### src/rtl/bim_pkg.sv
package bim_pkg;
  typedef enum logic [1:0] {
    WIN_LOW  = 2'd0,
    WIN_MID  = 2'd1,
    WIN_HIGH = 2'd2
  } win_class_e;
endpackage

### src/rtl/bim_window_timer.sv
module bim_window_timer #(
  parameter int WIN_W = 16
) (
  input  logic             clk,
  input  logic             rst_n,
  input  logic [WIN_W-1:0] cfg_len,
  output logic             win_end
);
  localparam logic [WIN_W-1:0] MIN_LEN = WIN_W'(2);
  localparam logic [WIN_W-1:0] ONE     = WIN_W'(1);

  logic [WIN_W-1:0] cnt_q, cnt_d, eff_len;

  // Lengths below two are raised to two
  assign eff_len = (cfg_len < MIN_LEN) ? MIN_LEN : cfg_len;
  assign win_end = (cnt_q >= eff_len - ONE);

  always_comb begin
    cnt_d = win_end ? '0 : cnt_q + ONE;
  end

  always_ff @(posedge clk or negedge rst_n) begin
    if (!rst_n) begin
      cnt_q <= '0;
    end else begin
      cnt_q <= cnt_d;
    end
  end
endmodule

### src/rtl/bim_byte_accum.sv
module bim_byte_accum #(
  parameter int BYTE_W = 8,
  parameter int ACC_W  = 24
) (
  input  logic              clk,
  input  logic              rst_n,
  input  logic              rx_valid,
  input  logic [BYTE_W-1:0] rx_bytes,
  input  logic              win_end,
  output logic [ACC_W-1:0]  win_total
);
  localparam int PAD_W = ACC_W - BYTE_W;

  logic [ACC_W-1:0] acc_q, acc_d, add_w;
  logic [ACC_W:0]   sum_w;

  assign add_w     = rx_valid ? {{PAD_W{1'b0}}, rx_bytes} : '0;
  assign sum_w     = {1'b0, acc_q} + {1'b0, add_w};
  assign win_total = acc_q;

  always_comb begin
    if (win_end) begin
      // the closing cycle's bytes open the next window
      acc_d = add_w;
    end else if (sum_w[ACC_W]) begin
      // saturate on overflow
      acc_d = '1;
    end else begin
      acc_d = sum_w[ACC_W-1:0];
    end
  end

  always_ff @(posedge clk or negedge rst_n) begin
    if (!rst_n) begin
      acc_q <= '0;
    end else begin
      acc_q <= acc_d;
    end
  end
endmodule

### src/rtl/bim_classify.sv
module bim_classify
  import bim_pkg::*;
#(
  parameter int ACC_W = 24
) (
  input  logic [ACC_W-1:0] win_total,
  input  logic [ACC_W-1:0] cfg_hi_level,
  input  logic [ACC_W-1:0] cfg_lo_level,
  output win_class_e       win_class
);
  always_comb begin
    if (win_total >= cfg_hi_level) begin
      win_class = WIN_HIGH;
    end else if (win_total >= cfg_lo_level) begin
      win_class = WIN_MID;
    end else begin
      win_class = WIN_LOW;
    end
  end
endmodule

### src/rtl/bim_trigger.sv
module bim_trigger
  import bim_pkg::*;
#(
  parameter int MCNT_W = 4,
  parameter int HOLD_W = 23
) (
  input  logic              clk,
  input  logic              rst_n,
  input  logic              win_end,
  input  win_class_e        win_class,
  input  logic [MCNT_W-1:0] cfg_mid_needed,
  input  logic [HOLD_W-1:0] cfg_holdoff,
  output logic              irq
);
  logic [MCNT_W-1:0] mid_q, mid_d;
  logic [HOLD_W-1:0] hold_q, hold_d;
  logic              irq_q, fire;
  logic              hold_act, mid_en, hold_en;
  logic [MCNT_W:0]   mid_inc, mid_need;

  assign hold_act = (hold_q != '0);
  assign mid_inc  = {1'b0, mid_q} + {{MCNT_W{1'b0}}, 1'b1};
  assign mid_need = (cfg_mid_needed == '0) ? {{MCNT_W{1'b0}}, 1'b1}
                                           : {1'b0, cfg_mid_needed};

  always_comb begin
    fire  = 1'b0;
    mid_d = mid_q;
    if (win_end) begin
      unique case (win_class)
        WIN_HIGH: begin
          if (!hold_act) fire = 1'b1;
        end
        WIN_MID: begin
          if (mid_inc >= mid_need) begin
            mid_d = '0;
            fire  = !hold_act;
          end else begin
            mid_d = mid_inc[MCNT_W-1:0];
          end
        end
        default: begin
        end
      endcase
    end
    if (fire) mid_d = '0;
  end

  always_comb begin
    if (fire) begin
      hold_d = cfg_holdoff;
    end else if (hold_act) begin
      hold_d = hold_q - HOLD_W'(1);
    end else begin
      hold_d = '0;
    end
  end

  assign mid_en  = win_end;
  assign hold_en = fire || hold_act;

  always_ff @(posedge clk or negedge rst_n) begin
    if (!rst_n) begin
      mid_q  <= '0;
      hold_q <= '0;
      irq_q  <= 1'b0;
    end else begin
      if (mid_en)  mid_q  <= mid_d;
      if (hold_en) hold_q <= hold_d;
      irq_q <= fire;
    end
  end

  assign irq = irq_q;
endmodule

### src/rtl/burst_irq_monitor.sv
module burst_irq_monitor
  import bim_pkg::*;
#(
  parameter int BYTE_W = 8,
  parameter int ACC_W  = 24,
  parameter int MCNT_W = 4,
  parameter int WIN_W  = 16,
  parameter int HOLD_W = 23
) (
  input  logic              clk,
  input  logic              rst_n,
  input  logic              rx_valid,
  input  logic [BYTE_W-1:0] rx_bytes,
  input  logic [ACC_W-1:0]  cfg_hi_level,
  input  logic [ACC_W-1:0]  cfg_lo_level,
  input  logic [MCNT_W-1:0] cfg_mid_needed,
  input  logic [WIN_W-1:0]  cfg_window_cycles,
  input  logic [HOLD_W-1:0] cfg_holdoff_cycles,
  output logic              irq
);
  logic             win_end;
  logic [ACC_W-1:0] win_total;
  win_class_e       win_class;

  bim_window_timer #(.WIN_W(WIN_W)) u_timer (
    .clk     (clk),
    .rst_n   (rst_n),
    .cfg_len (cfg_window_cycles),
    .win_end (win_end)
  );

  bim_byte_accum #(.BYTE_W(BYTE_W), .ACC_W(ACC_W)) u_accum (
    .clk       (clk),
    .rst_n     (rst_n),
    .rx_valid  (rx_valid),
    .rx_bytes  (rx_bytes),
    .win_end   (win_end),
    .win_total (win_total)
  );

  bim_classify #(.ACC_W(ACC_W)) u_classify (
    .win_total    (win_total),
    .cfg_hi_level (cfg_hi_level),
    .cfg_lo_level (cfg_lo_level),
    .win_class    (win_class)
  );

  bim_trigger #(.MCNT_W(MCNT_W), .HOLD_W(HOLD_W)) u_trigger (
    .clk            (clk),
    .rst_n          (rst_n),
    .win_end        (win_end),
    .win_class      (win_class),
    .cfg_mid_needed (cfg_mid_needed),
    .cfg_holdoff    (cfg_holdoff_cycles),
    .irq            (irq)
  );
endmodule

### config.mk
export PLATFORM = sky130hd
export DESIGN_NAME = burst_irq_monitor
export DESIGN_NICKNAME = d
export VERILOG_FILES = /design/src/rtl/bim_pkg.sv /design/src/rtl/bim_window_timer.sv /design/src/rtl/bim_byte_accum.sv /design/src/rtl/bim_classify.sv /design/src/rtl/bim_trigger.sv /design/src/rtl/burst_irq_monitor.sv
export SDC_FILE = /design/constraint.sdc
export NUM_CORES = 1
export LEC_CHECK = 0
export BUFFER_PORTS_ARGS = -buffer_cell sky130_fd_sc_hd__buf_4
export CAP_MARGIN = 20
export CORE_MARGIN = 2
export CORE_UTILIZATION = 53
export CTS_BUF_LIST = sky130_fd_sc_hd__clkbuf_8
export DETAILED_ROUTE_END_ITERATION = 8
export PLACE_DENSITY = 0.77
export SYNTH_ARGS = -nofsm -noshare
export SYNTH_HDL_FRONTEND = slang
export SYNTH_SLANG_ARGS = --single-unit
export TNS_END_PERCENT = 1
### constraint.sdc
create_clock -name clk -period 2.4 [get_ports clk]
set_clock_uncertainty 0.05 [all_clocks]
set_input_delay 0.6 -clock clk [delete_from_list [all_inputs] [get_ports clk]]
set_output_delay 0.6 -clock clk [all_outputs]
set_load 0.005 [all_outputs]
; ---- Yosys cells after proc, flatten, opt, wreduce, memory -nomap -nowiden
; Cells that the tools add are included.
[totals]
wordCells = 40
ff_bits = 68
input_bits = 102
[op_classes]
eq_ne = 2
n_addsub = 5
order_cmp = 5
reduce_logical = 6
mux = 17
[ops]
columns = op, count
row1 = $ge A24 B24 Y1, 2
row2 = $mux W24, 2
row3 = $mux W23, 2
row4 = $mux W16, 2
row5 = $add A24 B24 Y25, 1
row6 = $reduce_bool A23 Y1, 1
row7 = $sub A23 B1 Y23 const B, 1
row8 = $add A16 B1 Y16 const B, 1
row9 = $ge A16 B16 Y1, 1
row10 = $lt A16 B2 Y1 const B, 1
row11 = $mux W4, 4
row12 = $sub A16 B1 Y16 const B, 1
row13 = $mux W8, 1
row14 = $add A4 B1 Y5 const B, 1
row15 = $ge A5 B5 Y1, 1
row16 = $logic_not A4 Y1, 1
row17 = $mux W1, 4
row18 = $eq A2 B1 Y1 const B, 1
row19 = $eq A2 B2 Y1 const B, 1
row20 = $mux W2, 1
row21 = $pmux W1 S2, 1
row22 = $reduce_and A2 Y1, 1
row23 = $reduce_bool A2 Y1, 1
row24 = $logic_not A1 Y1, 1
row25 = $logic_or A1 B1 Y1, 1

; ---- Longest topological paths before layout
; Gate-level depths: netlist of the first run.
[logic_depth]
ltp_word = 8
depth_mapped = 19
ltp_nobuf = 18

; ---- Hierarchy
; A second synthesis of the first run with hierarchy kept.
[hier_totals]
cells_unflattened = 681
area_unflattened_um2 = 5881.9
[modules_own_cells]
columns = mod, cells_each, area_each_um2, seq_area_each_um2, n_inst
row1 = bim_trigger, 183, 1681.6, 700.7, 1
row2 = bim_byte_accum, 177, 1607.8, 600.6, 1
row3 = bim_window_timer, 157, 1366.3, 400.4, 1
row4 = bim_classify, 164, 1226.2, 0.0, 1

; ---- Least setup slack after synthesis of the first run
; Ideal clock, no wire load.
[synth_timing]
kind = input -> register
start = in cfg_window_cycles[10]
end = reg u_trigger.mid_q[2]
slack_ps = -2324
path_buffers = 1
setup_ps = 87
t_arrival_ps = 4587
cell_stages = 16
path_cell_list = or4_4 or3_4 or4_4 o21ai_0 ha_1 nand2_1 xor2_1 ha_1 o211ai_1 or3_1 o211ai_1 a21o_1 clkbuf_1 o211ai_1 or4_1 a22oi_1
[synth_via]
elab_chain_len = 7
word_cells_on_any_way = 8
classes_between = 1 x add/sub / 2 x order compare / 3 x mux / 2 x reduce/logical
[synth_rtl]
columns = element, line_no
row1 = "start, declared", burst_irq_monitor.sv:17  ; input logic [WIN_W-1:0] cfg_window_cycles,
row2 = $lt A16 B2 Y1, bim_window_timer.sv:15  ; assign eff_len = (cfg_len < MIN_LEN) ? MIN_LEN : cfg_len;
row3 = $mux W16 *, bim_window_timer.sv:15
row4 = $sub A16 B1 Y16 *, bim_window_timer.sv:16  ; assign win_end = (cnt_q >= eff_len - ONE);
row5 = $ge A16 B16 Y1 *, bim_window_timer.sv:16
row6 = $mux W1, bim_trigger.sv:29  ; if (win_end) begin
row7 = $reduce_bool A2 Y1 (no line), --
row8 = $reduce_and A2 Y1 (no line), --
row9 = "end signal, assigned", bim_trigger.sv:68  ; if (mid_en) mid_q <= mid_d;
row10 = "end, declared", bim_trigger.sv:15  ; logic [MCNT_W-1:0] mid_q, mid_d;
; Every way passes the cells marked *; elsewhere a longest branch is shown, timed or not.
; A chain may end at the register's enable or synchronous reset.

; ---- Final worst setup path of the first run
; Ends and elaborated chain as after synthesis.

==> run metrics, run 1 <==
Num Clock Sinks=68; GRT Util Overall=28.2%; Buffers on Ports=102; Synth Flop Type=dfrtp_1; cell area after synthesis=0.00572 sq mm; DRC viols=0; TNS Setup=-125.27 ns; GRT met2 Usage=52.5%; DRT iter0 DRCs=327; Reg-to-Reg End=u_trigger.hold_q[0]; Clock Tree Root=clkbuf_8; Mapped Cells=677; YS warnings=0; R2R Setup Slk=-0.47 ns; failing checks=negative setup slack; antenna-violating nets left=0; clock period minus worst slack=4.42 ns; RSZ-0062 raised after global routing=true; Arr. time, crit path=4.64 ns; Final period util=184%; P_leak=3.89 nW; most common cell after layout, fill and taps aside=buf_4; Worst R2R Path Depth=7; worst vdd ir=440 uV; crit path kind=in2reg; Initial Util=55.0%; GR Util met1=32.0%; CP Capture Type=register; met3 usage in global routing=4.66%; sequential share of the synthesized area=29.7%; Net Count, Synth=860; GP Congestion=0.943; ys async rst share=100%; first-pass GRT wire length=26,200 um; Synth cell types=54; TritonCTS Buffers=9; DR vias=5,716; Clock Path Buffers=2; Final Max Slew Viols=0; flops & latches, synth=68; DR pass1 iterations=5; share of layout cells above drive strength 1=28.4%; DR WL/cell=15.2 um; die height=108 um; row count=37; CP required=2.63 ns; most frequent cells in the layout=buf_4 (215), ha_1 (79), inv_1 (74); n_diodes=0; total power per unit cell area=576 mW/mm^2; vias in the first global route=5,984; max-cap viol count=0; HPWL Detailed=12,800 um; final setup vio count=68; total power=4.44 mW; Area after DPL=0.00747 sq mm; Max-slew headroom=66.6%; Slew @ Worst Pin=0.501 ns; Reg clk slew, reported paths=0.07 ns; setup ws final=-2.02 ns; status=complete, but fails checks; EDFF count, synth=0; die width=108 um; DRT Wirelength=15,600 um; fmax=226 MHz; reg2reg start=u_accum.win_total[22]; initial antenna violation count=0; Max FO, Critical Path=5; area of the core=0.0104 sq mm; total gr overflow=0; Layout Area Growth over Synthesis=34.4%; largest net degree at the start of global routing=37; average size of a mapped cell=8.46 sq um; HP Class=in2async; IO Count=103; final hold violations=0; grt peak-use layer=met2; Vias/cell=5.55; CTS tree=built; Worst setup SP type=primary input; Final #Nets=1,072; H-Tree Depth=3; clk_lat worst skew=0.36 ns; Finished Cell Area=0.00769 sq mm; die area=0.0116 sq mm
sequential cells by signal (all words and copies together), names as in the netlist:
name / flops
u_trigger.hold_q: 23
u_accum.win_total: 24
u_trigger.irq: 1
u_trigger.mid_q: 4
u_timer.cnt_q: 16
where the power goes:
part / switching, mW / internal, mW
clock: 0.418 / 0.414
sequential: 0.173 / 1.33
combinational: 1.01 / 1.08
Yosys cell counts, types with 5 or more instances:
master     n  area [sq um]
ha_1      80          1000
inv_1     72           270
dfrtp_1   68          1700
nand2_1   61           229
nor2_1    54           203
a21oi_1   48           240
o21ai_0   31           155
xor2_1    28           245
xnor2_1   27           236
nand3_1   17          85.1
nor3_1    16          80.1
and3_1    11          68.8
clkbuf_1  11          41.3
nand4_1   11          68.8
a31oi_1   10          62.6
or3_1     10          62.6
and2_1     9          56.3
a21o_1     8          60.1
nor4_1     8          50.1
o211ai_1   8          60.1
o22ai_1    7          43.8
mux2i_1    5          50.1
nand3b_1   5          37.5
layer usage:
layer,share of wire (%),vias up
met5,0,-
met4,2.8,0
met3,4.4,41
met2,52,138
met1,40,2716
li1,-,2821
through the flow:
step | util, % | setup WS [ns] | hold slack (ns) | instances
2_1_floorplan | - | -2.13 | 0.254 | 677
3_3_place_gp | 71.7 | -2.28 | 0.432 | 1013
3_5_place_dp | 71.7 | -2.40 | 0.449 | 1013
4_1_cts | 73.6 | -2.03 | 0.162 | 1029
5_1_grt | 73.9 | -2.21 | 0.190 | 1029
6_report | 73.9 | -2.02 | 0.159 | 1029
repair_timing:
action | 4_1_cts | 5_1_grt
resized for setup | 3 | 6
pin swaps | 3 | 2
setup endpoints to repair | 68 | 68
hold buffers | 0 | 0
setup buffers | 1 | 0
how the worst max path moves through the flow:
stage	startpoint	to
2_1_floorplan	cfg_window_cycles[10]	u_trigger.mid_q[2]
3_3_place_gp	cfg_window_cycles[10]	u_trigger.mid_q[2]
3_5_place_dp	cfg_window_cycles[10]	u_trigger.hold_q[8]
4_1_cts	cfg_window_cycles[10]	u_trigger.mid_q[2]
5_1_grt	cfg_window_cycles[10]	u_trigger.mid_q[2]
6_report	cfg_window_cycles[10]	u_trigger.mid_q[2]
cell type report:
cell class | instances | area, sq um
tap | 136 | 170
inverter | 72 | 270
multi-input combinational | 522 | 3750
timing repair buffer | 216 | 1630
clock inverter | 4 | 17.5
sequential | 68 | 1700
clock buffer | 11 | 151
fill | 814 | 2720
kinds of logic (layout without fill, tap and decap cells):
family / count (synthesis) / in the layout / synth area share [%]
flops: 68 / 68 / 29.7
fa+ha+maj: 81 / 81 / 17.8
simple gates: 233 / 233 / 21.0
buf+inv: 87 / 303 / 5.79
compound gates: 148 / 148 / 16.3
mux: 5 / 5 / 0.874
xor+xnor: 55 / 55 / 8.42
critical path, cell delays in order:
cell and delay, ns:
buf_4 0.11, or4_4 0.53, or3_4 0.35, or4_4 0.53, o21ai_4 0.18, ha_4 0.18
nand2_2 0.09, xor2_1 0.16, ha_1 0.27, o211ai_1 0.07, or3_1 0.39, o211ai_1 0.24
a21o_1 0.23, o211ai_1 0.13, or4_1 0.45, a22oi_2 0.13
No activity file was read; power rests on OpenSTA's default activity.
==> inputs of run 2 (changes only) <==
SYNTH_HIERARCHICAL = 1   (was default)
==> run metrics, run 2 <==
Area after DPL=0.00785 sq mm (+5.1%); failing checks=negative setup slack; final hold violations=0 (unchanged); total gr overflow=0 (unchanged); Reg clk slew, reported paths=0.08 ns (about the same); worst vdd ir=436 uV (-0.99%); Worst setup SP type=primary input; crit path kind=in2reg; die width=109 um (+1.3%); initial antenna violation count=0 (unchanged); mux contribution to synthesized area=0.787% (-0.087 points); largest net degree at the start of global routing=69 (+86%); Net Count, Synth=866 (+0.70%); IO Count=103 (unchanged); total power per unit cell area=586 mW/mm^2 (+1.6%); Post-Synth Simple-Gate Area=23.5% (+2.5 points); share of layout cells above drive strength 1=32.3% (+3.8 points); largest family of logic cells by synthesized area=simple AND/OR/NAND/NOR gates; EDFF count, synth=0 (unchanged); P_leak=4.17 nW (+7.3%); Post-Synth Adder-Cell Area=17.8% (-0.053 points); setup ws final=-1.78 ns (+0.236 ns); WP buf/inv=3 (+2); TNS Setup=-105.85 ns (+19.42 ns); Synth Area in Compound Gates=16.5% (+0.20 points); Final #Nets=1,113 (+3.8%); cell count after placement=1,054 (+4.0%); Max FO, Critical Path=8 (+3); TritonCTS Buffers=9 (unchanged); CP Capture Type=register; CTS tree=built; H-Tree Depth=3 (unchanged); YS warnings=6 (+6); Mapped Cells=681 (+0.59%); RSZ-0062 raised after global routing=true; Final Max Slew Viols=0 (unchanged); HPWL Detailed=12,700 um (-0.81%); DR pass1 iterations=5 (unchanged); die area=0.0120 sq mm (+2.6%); Clock Tree Root=clkbuf_8; sequential share of the synthesized area=28.9% (-0.80 points); cell area after synthesis=0.00588 sq mm (+2.8%); status=complete, but fails checks; Area contributors post-synth=dfrtp_1 (29%), ha_1 (17%), a21oi_1 (4.7%); row count=38 (+2.7%); ys async rst share=100% (unchanged); fmax=239 MHz (+5.6%); area leader, netlist=dfrtp_1; DRT iter0 DRCs=303 (-7.3%); Finished Cell Area=0.00817 sq mm (+6.1%); GP Congestion=0.914 (-3.1%); antenna-violating nets left=0 (unchanged); area of the core=0.0108 sq mm (+4.1%); Layout Area Growth over Synthesis=38.8%; non-filler cells, final=1,073 (+4.3%); Synth Flop Type=dfrtp_1; most frequent cells in the layout=buf_4 (245), ha_1 (81), inv_1 (71); HP Class=in2async; average size of a mapped cell=8.64 sq um (+2.2%); slowest CP cell=or4_4; Num Clock Sinks=68 (unchanged); DR WL/cell=15.0 um (-1.3%); Initial Util=54.3% (-0.70 points); Final period util=174% (-9.8 points); DRC viols=0 (unchanged); Buffers on Ports=102 (unchanged); Slew @ Worst Pin=0.867 ns (+0.366 ns); n_diodes=0 (unchanged); DR vias=5,985 (+4.7%); vias in the first global route=6,136 (+2.5%); clock period minus worst slack=4.18 ns (-0.236 ns); Clock Path Buffers=2 (unchanged); max FFs per register=24 (unchanged); Max-slew headroom=42.2% (-24 points); first-pass GRT wire length=27,000 um (+3.1%); CP required=2.58 ns (-0.05 ns); worst slack at placement=-2.12 ns (+0.276 ns); max-cap viol count=0 (unchanged); Synth top area share=28.9% (-0.80 points); clk_lat worst skew=0.35 ns (about the same); Arr. time, crit path=4.36 ns (-0.28 ns); critical path's largest stage delay=0.53 ns (about the same); Synth cell types=71 (+31%); die height=109 um (+1.3%); Post-Synth XOR/XNOR Area=7.00% (-1.4 points); DRT Wirelength=16,100 um (+2.9%); critical-path cell list=buf_4, or4_4, or3_4, o21ai_4, ha_2, nand2b_1, or2_4, nor3b_2, xnor2_1, ha_1, nand4_1, nor2_1, nand4b_1, o211ai_1, nor2b_2, o311a_1, buf_6, buf_4, nor3b_2, nor3_1; Vias/cell=5.58 (+0.41%); final setup vio count=68 (unchanged); flops & latches, synth=68 (unchanged); Synth top cells by count=ha_1 (82), inv_1 (71), dfrtp_1 (68); worst hold slack=0.313 ns (+0.154 ns); count leader, synth=ha_1; Worst path top cell family by delay=simple AND/OR/NAND/NOR gates; most common cell after layout, fill and taps aside=buf_4; GRT Util Overall=28.2% (-0.058 points)
run 2: cell type report:
class	instances	area (sq um)
Multi-Input combinational cell	530	3940
Fill cell	773	2680
Timing Repair Buffer	248	1880
Sequential cell	68	1700
Inverter	71	267
Tap cell	140	175
Clock buffer	9	124
Clock inverter	7	76.3
run 2: final timing paths:
path | startpoint | endpoint | slack, ns | cells past startpoint
min reg2reg | u_trigger/hold_q[22] | u_trigger/hold_q[22] | 0.48 | 1
max in group asynchronous | rst_n | u_accum/win_total[20] | 1.42 | 1
min in group clk | cfg_holdoff_cycles[21] | u_trigger/hold_q[21] | 0.43 | 2
min | rst_n | u_trigger/hold_q[15] | 0.31 | 1
max reg2reg | u_accum/win_total[13] | u_trigger/hold_q[1] | -1.57 | 17
max | cfg_window_cycles[6] | u_trigger/hold_q[0] | -1.78 | 20
run 2: what timing repair did:
item                                    CTS  global route
endpoints found under the setup margin   68            68
pin swaps                                 4             8
setup buffers                             2             1
resized for setup                        10            11
hold buffers                              0             0
run 2: kinds of logic after synthesis:
group                      after synthesis
AOI/OAI and AO/OA                      146
xor gates and xnor gates                47
adders and majority gates               83
buffers and inverters                   83
DFF                                     68
muxes                                    4
and+or+nand+nor                        250
run 2: power by group:
group	switching [mW]	internal [mW]	total (mW)
clock	0.481	0.483	0.963
combinational	1.16	1.24	2.39
sequential	0.112	1.31	1.43
run 2: metrics by stage:
| stage | utilization (%) | total power, mW |
|---|---|---|
| final | 75.3 | 4.78 |
| after global routing | 75.3 | 5.14 |
| after CTS | 74.9 | 4.78 |
| after detailed placement | 72.4 | 3.79 |
| after global placement | 72.4 | 3.65 |
| after floorplan | - | 2.69 |
run 2: worst reg2reg max path, cell delays in order (launching register included):
cell,delay (ns)
dfrtp_1,0.39
ha_1,0.30
nand4_1,0.17
or4_1,0.57
nor4_1,0.19
buf_4,0.17
o31ai_1,0.07
a211oi_1,0.21
buf_4,0.16
inv_1,0.04
ha_1,0.20
or2_2,0.32
o32a_1,0.30
o311a_1,0.14
buf_6,0.15
buf_4,0.14
nand2b_1,0.13
a22oi_1,0.17
run 2: layer usage:
metal  track usage [%]  up-vias  share of wire [%]
met2              49.6      163                 51
met5                 0        -                  0
met3              4.27       30                4.2
met1              34.9     2829                 43
li1                  -     2963                  -
met4              10.4        0                1.9
